==> src/rtl/ps2rx_pkg.sv <==
package ps2rx_pkg;
  localparam int FRAME_W = 11;

  // Frame bit 0 is the first bit on the wire (start), bit 10 the last (stop).
  function automatic logic frame_shape_ok(input logic [FRAME_W-1:0] f);
    return (f[0] == 1'b0) && (f[FRAME_W-1] == 1'b1);
  endfunction

  // Data bits plus parity bit must carry an odd number of ones.
  function automatic logic frame_parity_ok(input logic [FRAME_W-1:0] f);
    return ^f[9:1];
  endfunction

  function automatic logic [7:0] frame_payload(input logic [FRAME_W-1:0] f);
    return f[8:1];
  endfunction
endpackage

==> src/rtl/ps2rx_sync.sv <==
module ps2rx_sync #(
  parameter int W = 2
) (
  input  logic         clk,
  input  logic         rst_n,
  input  logic [W-1:0] d_i,
  output logic [W-1:0] q_o
);
  logic [W-1:0] meta_q, stab_q;

  // Idle bus is high, so both stages reset to 1.
  always_ff @(posedge clk or negedge rst_n) begin
    if (!rst_n) begin
      meta_q <= '1;
      stab_q <= '1;
    end else begin
      meta_q <= d_i;
      stab_q <= meta_q;
    end
  end

  assign q_o = stab_q;
endmodule

==> src/rtl/ps2rx_deglitch.sv <==
module ps2rx_deglitch #(
  parameter int LEN = 8
) (
  input  logic clk,
  input  logic rst_n,
  input  logic in_i,
  output logic level_o,
  output logic fall_o
);
  localparam int CW = $clog2(LEN + 1);

  logic          level_q, fall_q;
  logic [CW-1:0] run_q;
  logic          differ, settle;

  assign differ = (in_i != level_q);
  assign settle = differ && (run_q == CW'(LEN - 1));

  always_ff @(posedge clk or negedge rst_n) begin
    if (!rst_n) begin
      level_q <= 1'b1;
      run_q   <= '0;
      fall_q  <= 1'b0;
    end else begin
      fall_q <= settle && !in_i;
      if (settle) begin
        level_q <= in_i;
        run_q   <= '0;
      end else if (differ) begin
        run_q <= run_q + 1'b1;
      end else begin
        run_q <= '0;
      end
    end
  end

  assign level_o = level_q;
  assign fall_o  = fall_q;
endmodule

==> src/rtl/ps2rx_framer.sv <==
module ps2rx_framer
  import ps2rx_pkg::*;
#(
  parameter int TMO_CYC = 250000
) (
  input  logic               clk,
  input  logic               rst_n,
  input  logic               fall_i,
  input  logic               bit_i,
  input  logic               en_i,
  output logic               take_o,
  output logic               done_o,
  output logic [FRAME_W-1:0] frame_o
);
  localparam int CW = $clog2(TMO_CYC + 1);
  localparam logic [3:0] LAST_BIT = 4'(FRAME_W - 1);

  logic [FRAME_W-2:0] shift_q;
  logic [FRAME_W-1:0] frame_q;
  logic [3:0]         pos_q;
  logic [CW-1:0]      quiet_q;
  logic               done_q;

  assign take_o = fall_i && en_i;

  always_ff @(posedge clk or negedge rst_n) begin
    if (!rst_n) begin
      shift_q <= '0;
      frame_q <= '0;
      pos_q   <= '0;
      quiet_q <= '0;
      done_q  <= 1'b0;
    end else begin
      done_q <= 1'b0;
      if (take_o) begin
        quiet_q <= '0;
        if (pos_q == LAST_BIT) begin
          frame_q <= {bit_i, shift_q};
          done_q  <= 1'b1;
          pos_q   <= '0;
        end else begin
          shift_q <= {bit_i, shift_q[FRAME_W-2:1]};
          pos_q   <= pos_q + 1'b1;
        end
      end else if (pos_q != '0) begin
        if (quiet_q == CW'(TMO_CYC - 1)) begin
          pos_q   <= '0;
          quiet_q <= '0;
        end else begin
          quiet_q <= quiet_q + 1'b1;
        end
      end
    end
  end

  assign done_o  = done_q;
  assign frame_o = frame_q;
endmodule

==> src/rtl/ps2_host_rx.sv <==
module ps2_host_rx
  import ps2rx_pkg::*;
#(
  parameter int FILT_LEN  = 8,
  parameter int TMO_CYC   = 250000,
  parameter int INHIB_MIN = 12500
) (
  input  logic       clk,
  input  logic       rst_n,
  input  logic       ps2_clk_i,
  input  logic       ps2_dat_i,
  output logic       ps2_clk_pull_o,
  output logic [7:0] rx_byte_o,
  output logic       rx_full_o,
  input  logic       rd_ack_i,
  output logic       parity_err_o,
  output logic       frame_err_o
);
  localparam int HW = $clog2(INHIB_MIN + 1);

  logic [1:0]         line_s;
  logic               clk_level, clk_fall;
  logic               bit_take, frame_done;
  logic [FRAME_W-1:0] frame;
  logic               shape_ok, par_ok;

  logic [7:0]    byte_q;
  logic          full_q, pull_q, perr_q, ferr_q;
  logic [HW-1:0] hold_q;
  logic          min_met;

  ps2rx_sync #(.W(2)) u_sync (
    .clk   (clk),
    .rst_n (rst_n),
    .d_i   ({ps2_clk_i, ps2_dat_i}),
    .q_o   (line_s)
  );

  ps2rx_deglitch #(.LEN(FILT_LEN)) u_filt (
    .clk     (clk),
    .rst_n   (rst_n),
    .in_i    (line_s[1]),
    .level_o (clk_level),
    .fall_o  (clk_fall)
  );

  ps2rx_framer #(.TMO_CYC(TMO_CYC)) u_framer (
    .clk     (clk),
    .rst_n   (rst_n),
    .fall_i  (clk_fall),
    .bit_i   (line_s[0]),
    .en_i    (!pull_q),
    .take_o  (bit_take),
    .done_o  (frame_done),
    .frame_o (frame)
  );

  assign shape_ok = frame_shape_ok(frame);
  assign par_ok   = frame_parity_ok(frame);
  assign min_met  = (hold_q >= HW'(INHIB_MIN - 1));

  always_ff @(posedge clk or negedge rst_n) begin
    if (!rst_n) begin
      byte_q <= '0;
      full_q <= 1'b0;
      pull_q <= 1'b0;
      perr_q <= 1'b0;
      ferr_q <= 1'b0;
      hold_q <= '0;
    end else if (frame_done) begin
      // Reception is gated off while pulling, so buffer is empty here.
      if (!shape_ok) begin
        ferr_q <= 1'b1;
        perr_q <= 1'b0;
      end else if (!par_ok) begin
        perr_q <= 1'b1;
        ferr_q <= 1'b0;
      end else begin
        byte_q <= frame_payload(frame);
        full_q <= 1'b1;
        pull_q <= 1'b1;
        hold_q <= '0;
        perr_q <= 1'b0;
        ferr_q <= 1'b0;
      end
    end else begin
      if (full_q && rd_ack_i) full_q <= 1'b0;
      if (pull_q) begin
        if (!min_met) hold_q <= hold_q + 1'b1;
        if (min_met && (!full_q || rd_ack_i)) pull_q <= 1'b0;
      end
    end
  end

  assign ps2_clk_pull_o = pull_q;
  assign rx_byte_o      = byte_q;
  assign rx_full_o      = full_q;
  assign parity_err_o   = perr_q;
  assign frame_err_o    = ferr_q;

  logic unused_level;
  assign unused_level = clk_level ^ bit_take;
endmodule

==> config.mk <==
export PLATFORM = sky130hd
export DESIGN_NAME = ps2_host_rx
export DESIGN_NICKNAME = d
export VERILOG_FILES = /design/src/rtl/ps2rx_pkg.sv /design/src/rtl/ps2rx_sync.sv /design/src/rtl/ps2rx_deglitch.sv /design/src/rtl/ps2rx_framer.sv /design/src/rtl/ps2_host_rx.sv
export SDC_FILE = /design/constraint.sdc
export NUM_CORES = 1
export LEC_CHECK = 0
export BUFFER_PORTS_ARGS = -buffer_cell sky130_fd_sc_hd__buf_2
export CAP_MARGIN = 20
export CORE_MARGIN = 1
export CORE_UTILIZATION = 66
export CTS_CLUSTER_SIZE = 10
export DETAILED_ROUTE_END_ITERATION = 16
export PLACE_DENSITY = 0.84
export SKIP_CTS_REPAIR_TIMING = 1
export SYNTH_ARGS = -nofsm -noshare
export SYNTH_HDL_FRONTEND = slang
export SYNTH_SLANG_ARGS = --single-unit
==> constraint.sdc <==
create_clock -name clk -period 4.9 [get_ports clk]
set_clock_uncertainty 0.2 [all_clocks]
set_input_delay 0.245 -clock clk [delete_from_list [all_inputs] [get_ports clk]]
set_output_delay 0.245 -clock clk [all_outputs]
set_load 0.05 [all_outputs]
# == Yosys cells after proc, flatten, opt, wreduce, memory -nomap -nowiden ==
# Index checks and enable logic that the tools add are counted.
# totals
output_inout_bits,12
inputBits,5
ff_bits,80
wordCells,79
# op_classes
n_addsub,4
n_lt_le_gt_ge,1
n_eq_ne,7
reduce_logical,23
bitwise_logic,2
n_mux,26
# op_table
op,n
2-to-1 mux 14 bit,5
2-to-1 mux 18 bit,3
2-to-1 mux 4 bit,6
adder 18 x 1 -> 18 bit (second input constant),1
equality test 18 bit (second input constant),1
adder 14 x 1 -> 14 bit (second input constant),1
>= comparator 14 bit (second input constant),1
2-to-1 mux 1 bit,12
parity 9 bit,1
adder 4 x 1 -> 4 bit (second input constant),2
AND reduction 2 bit,4
nonzero test 2 bit,4
logical AND 1 bit,6
AND reduction 3 bit,2
equality test 4 x 3 -> 1 bit (second input constant),1
equality test 4 bit (second input constant),1
!= test 2 bit (second input constant),2
AND reduction 4 bit,1
nonzero test 4 bit,1
zero test 1 bit,3
!= test 2 x 1 -> 1 bit (second input constant),1
inverter 1 bit,2
logical OR 1 bit,1
!= test 1 bit,1

# == Longest topological paths before layout ==
# Gate-level depths: netlist of the first run.
# depth
depth_word,6
depth_mapped,8
depth_no_buf,7

# == Cells and area by module ==
# A second synthesis of the first run with hierarchy kept.
# hier_totals
cells_unflattened,355
hier_area_um2,3933.8
# by_module_without_submodules
mod,instances,area_each_um2,cells_per_inst,seq_area_each_um2
ps2rx_framer,1,2158.3,183,1101.1
ps2_host_rx,1,1396.3,147,650.6
ps2rx_deglitch,1,274.0,21,151.4
ps2rx_sync,1,105.1,4,105.1

# == Least setup slack after synthesis of the first run ==
# No wires, ideal clock.
# synth_path
kind,register to register
from,register pull_q (netlist: ps2_clk_pull_o)
to,register u_framer.shift_q[2]
setup_time_ns,0.125
path_stages_with_launch,6
required_ns,4.575
n_path_buf,2
synth_period_minus_slack_ns,2.097
arrival_time_ns,1.773
path_slack_ns,2.803
path_cell_list,dfrtp_1 nor2b_1 buf_2 nand2_1 buf_1 mux2_2
# synth_between
elab_chain_len,3
# synth_lines
item,line_no,rtl
from (decl),ps2_host_rx.sv:28,"logic full_q, pull_q, perr_q, ferr_q;"
from (signal assigned),ps2_host_rx.sv:66,pull_q <= 1'b0;
from (signal assigned),ps2_host_rx.sv:81,pull_q <= 1'b1;
from (signal assigned),ps2_host_rx.sv:90,if (min_met && (!full_q || rd_ack_i)) pull_q <= 1'b0;
zero test 1 bit,ps2_host_rx.sv:52,".en_i (!pull_q),"
logical AND 1 bit,ps2rx_framer.sv:24,assign take_o = fall_i && en_i;
AND reduction 2 bit (no source line),--,
to (signal assigned),ps2rx_framer.sv:42,"shift_q <= {bit_i, shift_q[FRAME_W-2:1]};"
to (decl),ps2rx_framer.sv:18,logic [FRAME_W-2:0] shift_q;
# No other way between the ends.
# A chain may end at the register's enable or synchronous reset.

# == Worst setup path after layout of the first run ==
# layout_path
from,register u_framer.quiet_q[8]
to,register u_framer.pos_q[1]
# layout_between
elab_chain_len,3
# layout_lines
item,line_no,rtl
from (decl),ps2rx_framer.sv:21,logic [CW-1:0] quiet_q;
from (signal assigned),ps2rx_framer.sv:50,quiet_q <= quiet_q + 1'b1;
equality test 18 bit,ps2rx_framer.sv:46,if (quiet_q == CW'(TMO_CYC - 1)) begin
nonzero test 2 bit (no source line),--,
AND reduction 2 bit (no source line),--,
to (signal assigned),ps2rx_framer.sv:43,pos_q <= pos_q + 1'b1;
to (decl),ps2rx_framer.sv:20,logic [3:0] pos_q;
# No other way between the ends.

==> results of run 1 <==
==> through the flow <==
| stage | total power (W) | cell area, µm² | hold slack, ns | cells |
|---|---|---|---|---|
| after detailed placement | 0.000760 | 3930 | 0.147 | 414 |
| after global placement | 0.000756 | 3930 | 0.146 | 414 |
| after CTS | 0.00121 | 4120 | -0.234 | 430 |
| after global routing | 0.00126 | 4160 | 0.167 | 435 |
| after floorplan | 0.000736 | 3820 | -0.251 | 337 |
| final | 0.00120 | 4160 | 0.160 | 435 |
==> power by group <==
part / leakage [nW] / total (W) / internal [W] / switching, W
clock network: 0.0888 / 0.000456 / 0.000194 / 0.000263
registers: 1.10 / 0.000697 / 0.000682 / 0.0000152
logic: 0.778 / 0.0000501 / 0.0000211 / 0.0000290
==> sequential cells by signal (all words and copies together), names as in the netlist, 2 cells and up <==
name,count
u_framer.quiet_q,18
hold_q,14
u_framer.frame_o,11
u_framer.shift_q,10
rx_byte_o,8
u_filt.run_q,4
u_framer.pos_q,4
u_sync.meta_q,2
u_sync.q_o,2
==> logic make-up after synthesis <==
| family | Yosys count | synth area share, % |
|---|---|---|
| AO/OA/AOI/OAI | 52 | 9.80 |
| XOR/XNOR | 19 | 5.11 |
| adder cells (fa/ha/maj) | 6 | 1.97 |
| buffers and inverters | 18 | 2.29 |
| flip-flops | 80 | 52.6 |
| multiplexers | 34 | 10.6 |
| AND/OR/NAND/NOR | 128 | 17.6 |
==> cell type report <==
class                   instances  area [µm²]  share of cell area, %
flip-flops and latches         80        2010                   48.2
multi-input cells             239        1720                   41.3
repair buffers                 22         138                   3.31
inverters                       6        22.5                  0.541
clock buffers                   9         124                   2.97
clock inverters                 7        61.3                   1.47
well taps                      72        90.1                   2.16
==> cell usage after synthesis, types with 2 or more instances <==
cell and instances:
a21o_1 4, a21oi_1 7, a221o_1 3, a22o_1 3
and2_1 4, and3_1 5, and4_1 2, buf_2 4
buf_6 2, clkbuf_1 5, dfrtp_1 75, dfstp_2 5
ha_1 6, inv_1 6, mux2_2 24, mux2_4 7
mux2i_1 3, nand2_1 20, nand2b_1 3, nand3_1 16
nand3b_1 4, nand4_1 4, nor2_1 30, nor2b_1 8
nor3_1 12, nor3b_1 4, nor4_1 7, o21a_1 3
o21ai_0 11, o22ai_1 2, o2bb2ai_1 9, or2_2 3
xnor2_1 13, xor2_1 4
==> metal layers <==
metal / global-route usage, % / share of wire (%)
met2: 39.9 / 48
met1: 29.3 / 47
met4: 11.1 / 1.9
met5: 0 / 0
met3: 5.93 / 3.2
==> worst paths after layout <==
| check | end | slack [ns] |
|---|---|---|
| min | u_sync.q_o[0] | 0.16 |
| max in group asynchronous | u_framer.shift_q[9] | 3.48 |
| min reg2reg | u_sync.q_o[0] | 0.16 |
| min in group asynchronous | hold_q[3] | 0.37 |
| max reg2reg | u_framer.pos_q[1] | 2.10 |
| max | u_framer.pos_q[1] | 2.10 |
==> metrics.txt, run 1 <==
root buffer cell clkbuf_8; via/cell ratio 5.97; IO Pins 17; ANT cells 0; number of global-route vias before repair 2532; final setup fails 0; EDFF count, synth 0; TritonCTS buffer count 9; Leak 1.96 nW; Critical Path End Type register; Site Rows 27; drt first-iter violations 227; Routed wire per std cell 15.1 µm; clk buf depth 2; TritonRoute pass-1 iters 5; most common cell after layout, fill and taps aside dfrtp_1; HPWL Detailed 4380 µm; Core Box Area 5540 µm²; Synth area leaders dfrtp_1 49%, mux2_2 7.1%, dfstp_2 3.4%; sequential fraction of the synthesis area 52.6%; Place WS 2.04 ns; Avg Cell Area, Syn 11.3 µm²; post-layout util 75.2%; worst-margin pin slew 0.968 ns; worst rel slew slack 35.5%; CTS tree done; worst path cell trace or4_1 -> nor3_1 -> a31oi_1 -> nor2_1 -> o21ai_0; Fillers 367; final slew viol count 0; Port-buffer cells 16; CP arrival 2.79 ns; Horiz. Die Dim 78.0 µm; Async S/R FF share, synth 100%; Crit Path Category register to register; H-Tree Depth 3; final hold viol count 0; CP delay by family, top simple AND/OR/NAND/NOR gates; initial antenna violation count 0; CP Max Fanout 12; CTS sink cnt 80; chip height 78.0 µm; grt total ovfl 0; Via Count 2598; TNS Setup 0 ns; cell area after synthesis 3820 µm²; Buf+Inv Stages, Crit Path 0; Distinct cells, synth 53; most frequent cells in the layout 75 x dfrtp_1, 30 x nor2_1, 24 x mux2_2; DRT Wirelength 6570 µm; CP Launch Type register; power per cell area 289 nW/µm²; hold-critical path depth 0; share of the synthesized area in the top cell type 49.2%; die area 6090 µm²; minimum clock period 2.80 ns; DRT antenna net count 0; total track usage 23.9%; total number of yosys warnings 0; RSZ-0062 raised after global routing false; Yosys reg bits 80; WP depth 5; min-delay src u_sync.meta_q[0]; CP Launch Point u_framer.quiet_q[8]; CP Data Required Time 4.90 ns; Tcrit/Tclk final 57.1%; post-synth net total 348; fin nets 369; VDD IR-drop max 0.222 mV; Layout area overhead 9.11%; global-route wire length before repair 11200 µm; r2r startpoint u_framer.quiet_q[8]; Post-synth top flop dfrtp_1; drc violations 0; gp weighted congestion 0.816; Fmax 358 MHz; largest net degree at the start of global routing 81; fraction of layout cells with a size suffix above 1 20.9%; max_cap viols 0; clock latency at the later pin of the worst-skew pair 0.36 ns; Initial Utilization 68.9%; CP max stage delay 0.69 ns; leading area contributor after synthesis dfrtp_1; CP max-delay cell nor2_1; type of the most critical hold path register to register; setup ws final 2.10 ns; Worst Reg-to-Reg Cells 5; status complete, no violations; Clock Pin Slew Worst Setup and Hold Paths 0.09 ns; Cells after Synth 337
Power figures use the tool's default switching activity.
==> run 2: changes to the inputs <==
- CORE_UTILIZATION: 66 -> 55
- PLACE_DENSITY: 0.84 -> 0.74
- clock period: 4.9 -> 2.35 ns (I/O delays scaled with it)
==> metrics.txt, run 2 (same netlist as run 1, synthesis figures left out) <==
clk buf depth 2 (unchanged); clock latency at the later pin of the worst-skew pair 0.34 ns (-0.02 ns); Reg area 2010 µm² (unchanged); global-route wire length before repair 11200 µm (+0.50%); status complete, no violations; CTS sink cnt 80 (unchanged); Crit Path Category register to register; setup ws final 0.131 ns (-1.97 ns); Critical Path End Type register; power per cell area 601 nW/µm² (+110%); internal reg-to-reg setup slack 0.13 ns (-1.97 ns); root buffer cell clkbuf_8; CP Max Fanout 11 (-1); Tcrit/Tclk final 94.4% (+37 points); type of the most critical hold path input pin to async pin; drc violations 0 (unchanged); H-Tree Depth 3 (unchanged); RSZ-0062 raised after global routing false; minimum clock period 2.22 ns (-0.577 ns); initial antenna violation count 0 (unchanged); Routed wire per std cell 14.9 µm (-1.2%); Metal-1 WL 3280 µm (+7.3%); TritonCTS buffer count 9 (unchanged); HPWL Detailed 4600 µm (+5.0%); TNS Setup 0 ns (unchanged); final setup fails 0 (unchanged); TritonRoute pass-1 iters 6 (+1); total track usage 20.1% (-3.9 points); DRT antenna net count 0 (unchanged); highest routed layer met4; Place WS 0.155 ns (-1.89 ns); final slew viol count 0 (unchanged); hold slack 0.115 ns (-0.0443 ns); grt total ovfl 0 (unchanged); Layout area overhead 11.9%; met2 routed wirelength 3190 µm (+0.63%); Horiz. Die Dim 85.3 µm (+9.3%); r2r startpoint u_framer.frame_o[6]; largest net degree at the start of global routing 45 (-44%); ANT cells 0 (unchanged); chip height 85.3 µm (+9.3%); most common cell after layout, fill and taps aside dfrtp_1; Reg with most FFs u_framer.quiet_q; Placed Area 4030 µm² (+2.6%); Via Count 2602 (+0.15%); CTS tree done; die area 7280 µm² (+19%); max_cap viols 0 (unchanged); Final Power 0.00257 W (+110%); drt first-iter violations 124 (-45%); fraction of layout cells with a size suffix above 1 22.8% (+1.9 points); DRT Wirelength 6720 µm (+2.2%); Core Box Area 6530 µm² (+18%); worst-margin pin slew 0.571 ns (-0.397 ns); number of global-route vias before repair 2410 (-4.8%); Initial Utilization 58.4% (-10 points); final hold viol count 0 (unchanged); most frequent cells in the layout 75 x dfrtp_1, 30 x nor2_1, 24 x mux2_2; gp weighted congestion 0.790 (-3.2%); fin nets 379 (+2.7%); met3 routed wirelength 176 µm (-16%); CP arrival 2.24 ns (-0.55 ns); reg-to-reg endpoint hold_q[11]; CP Launch Type register; worst rel slew slack 62.0% (+26 points); Worst Reg-to-Reg Cells 6 (+1); Fmax 451 MHz (+26%); VDD IR-drop max 0.537 mV (+140%); max reg flops 18 (unchanged); Leak 2.03 nW (+3.3%); Port-buffer cells 16 (unchanged); IO Pins 17 (unchanged); via/cell ratio 5.78 (-3.2%); Fillers 520 (+42%); CP Data Required Time 2.37 ns (-2.53 ns); Clock Pin Slew Worst Setup and Hold Paths 0.08 ns (about the same); Site Rows 29 (+7.4%); post-route cell area 4270 µm² (+2.6%); multi-input logic area 1720 µm² (unchanged)
-- run 2: cell types whose count changed in the layout (fill, tap and decap cells not counted), sizes merged --
cell | previous run | this run
buf | 17 | 28
bufinv | 0 | 1
clkbuf | 10 | 11
clkinv | 1 | 3
clkinvlp | 2 | 1
inv | 10 | 6
-- run 2: per-stage QoR --
step                utilization, %  std cells
floorplan                        -        337
global placement              61.7        430
detailed placement            61.7        430
CTS                           64.8        446
global route                  65.4        450
finish                        65.4        450
-- run 2: worst max path at each step --
stage,startpoint,end,cells after the start
global placement,u_framer.frame_o[6],hold_q[7],6
global route,u_framer.pos_q[0],u_framer.quiet_q[11],8
detailed placement,u_framer.frame_o[6],hold_q[11],6
floorplan,ps2_clk_pull_o,u_framer.shift_q[2],5
CTS,u_framer.frame_o[6],hold_q[11],6
finish,u_framer.frame_o[6],hold_q[11],6
-- run 2: cell type report --
class | count | share of cell area (%)
sequential | 80 | 47.0
multi-input combinational | 239 | 40.3
timing repair buffer | 32 | 5.27
clock buffer | 11 | 3.31
tap | 77 | 2.26
clock inverter | 5 | 1.32
inverter | 6 | 0.527
-- run 2: power by group --
| part | internal, W | total, W | switching (W) |
|---|---|---|---|
| combinational | 0.0000486 | 0.000113 | 0.0000640 |
| clock | 0.000518 | 0.00100 | 0.000482 |
| sequential | 0.00142 | 0.00145 | 0.0000303 |
| total | 0.00199 | 0.00257 | 0.000576 |
-- run 2: critical path, stage by stage, from the launching register on --
cell and delay, ns:
dfrtp_1 0.42, xor2_1 0.14, xnor3_1 0.45, mux2_4 0.31, a21oi_2 0.04, buf_4 0.18, a221o_1 0.35
-- run 2: per-layer routing --
metal	vias up	GRT usage, %
li1	1280	-
met1	1280	26.5
met2	35	32.3
met3	7	6.52
met4	0	5.00
met5	-	0
==> run 3: changes to the inputs <==
- CORE_MARGIN: 1 -> 2
==> metrics.txt, run 3 (same netlist as run 1, synthesis figures left out) <==
status complete, no violations; CP arrival 2.25 ns (about the same); Site Rows 30 (+3.4%); Int Pwr 0.00210 W (+5.7%); grt total ovfl 0 (unchanged); clk buf depth 2 (unchanged); global-route wire length before repair 12300 µm (+9.0%); RSZ-0062 raised after global routing false; TritonRoute pass-1 iters 4 (-2); clock latency at the later pin of the worst-skew pair 0.35 ns (about the same); TritonCTS buffer count 9 (unchanged); Reg with most FFs u_framer.quiet_q; Initial Utilization 56.5% (-1.9 points); setup ws final 0.148 ns (+0.0172 ns); worst-margin pin slew 0.510 ns (-0.0612 ns); ANT cells 0 (unchanged); Critical Path End Type register; max_cap viols 0 (unchanged); CP Data Required Time 2.40 ns (+0.03 ns); Place WS 0.135 ns (-0.0205 ns); max reg flops 18 (unchanged); Horiz. Die Dim 87.3 µm (+2.3%); H-Tree Depth 3 (unchanged); sequential fraction of design power 53.8% (-2.8 points); root buffer cell clkbuf_8; die area 7620 µm² (+4.7%); hold slack 0.0264 ns (-0.0888 ns); Clock Pin Slew Worst Setup and Hold Paths 0.09 ns (about the same); DRT Wirelength 7010 µm (+4.4%); VDD IR-drop max 0.757 mV (+41%); Fmax 454 MHz (+0.78%); drc violations 0 (unchanged); worst rel slew slack 66.0% (+4.0 points); Via Count 2640 (+1.5%); Layout area overhead 12.8%; Sw Share 22.3% (-0.14 points); Tcrit/Tclk final 93.7% (-0.73 points); fraction of layout cells with a size suffix above 1 23.1% (+0.27 points); CP Launch Type register; net switching power 0.000604 W (+4.8%); IO Pins 17 (unchanged); final setup fails 0 (unchanged); Logic pwr share 4.2% (-0.2 points); Reg area 2010 µm² (unchanged); fin nets 379 (unchanged); clock network fraction of design power 42.0% (+3.0 points); Crit Path Category register to register; initial antenna violation count 0 (unchanged); power per cell area 629 nW/µm² (+4.7%); most common cell after layout, fill and taps aside dfrtp_1; minimum clock period 2.20 ns (-0.0172 ns); post-layout util 63.7% (-1.7 points); Core Box Area 6760 µm² (+3.4%); drt first-iter violations 115 (-7.3%); type of the most critical hold path input pin to async pin; CTS sink cnt 80 (unchanged); multi-input logic area 1720 µm² (unchanged); CP Max Fanout 9 (-2); total track usage 20.5% (+0.46 points); Routed wire per std cell 15.5 µm (+3.7%); chip height 87.3 µm (+2.3%); Leak 2.04 nW (+0.67%); DRT antenna net count 0 (unchanged); number of global-route vias before repair 2663 (+10%); via/cell ratio 5.83 (+0.79%); Worst Reg-to-Reg Cells 5 (-1); most frequent cells in the layout 75 x dfrtp_1, 30 x nor2_1, 24 x mux2_2; HPWL Detailed 4770 µm (+3.7%); Port-buffer cells 16 (unchanged); final hold viol count 0 (unchanged); gp weighted congestion 0.820 (+3.8%); largest net degree at the start of global routing 53 (+18%); TNS Setup 0 ns (unchanged); Fillers 547 (+5.2%); CTS tree done; final slew viol count 0 (unchanged)
==> run 3: cell types whose count changed in the layout (fill, tap and decap cells not counted), sizes merged <==
cell    previous run  this run
clkbuf            11        10
bufinv             1         2
clkinv             3         2
inv                6         7
==> run 3: worst paths after layout <==
kind	startpoint	endpoint	slack [ns]
max	u_framer.frame_o[3]	rx_byte_o[6]	0.15
min	rst_n	hold_q[7]	0.03
max reg2reg	u_framer.frame_o[3]	rx_byte_o[6]	0.15
min reg2reg	u_sync.meta_q[1]	u_sync.q_o[1]	0.16
max in group asynchronous	rst_n	u_sync.q_o[1]	1.27
min in group clk	u_sync.meta_q[1]	u_sync.q_o[1]	0.16
==> run 3: per-layer routing <==
| layer | vias up | GRT usage, % | wire length (µm) |
|---|---|---|---|
| met5 | - | 0 | 0 |
| met4 | 0 | 7.55 | 109 |
| met3 | 9 | 5.50 | 224 |
| met2 | 41 | 32.8 | 3420 |
| met1 | 1315 | 26.9 | 3260 |
| li1 | 1275 | - | - |
==> run 3: power by group through the flow <==
| stage | Sequential [W] | Combinational, W | Clock [W] |
|---|---|---|---|
| 5_1_grt | 0.00146 | 0.000131 | 0.00122 |
| 3_5_place_dp | 0.00148 | 0.000114 | 0 |
| 4_1_cts | 0.00146 | 0.000113 | 0.00116 |
| 6_report | 0.00146 | 0.000115 | 0.00114 |
| 2_1_floorplan | 0.00147 | 0.0000605 | 0 |
| 3_3_place_gp | 0.00148 | 0.000105 | 0 |
==> run 3: area by class of cell <==
class	instances	area share, %
Timing Repair Buffer	32	5.23
Inverter	6	0.523
Sequential cell	80	46.7
Clock inverter	6	2.09
Multi-Input combinational cell	239	40.0
Tap cell	80	2.33
Clock buffer	10	3.20
==> run 3: metrics by stage <==
step | area, µm² | power, W | std cells
floorplan | 3820 | 0.00153 | 337
global placement | 4040 | 0.00158 | 433
detailed placement | 4040 | 0.00160 | 433
CTS | 4260 | 0.00273 | 449
global route | 4300 | 0.00281 | 453
finish | 4300 | 0.00271 | 453
==> run 3: critical path: stages (launching register included) <==
cell,delay (ns)
dfrtp_1,0.41
xor2_1,0.17
xnor3_1,0.47
mux2_4,0.35
buf_4,0.19
mux2_4,0.30
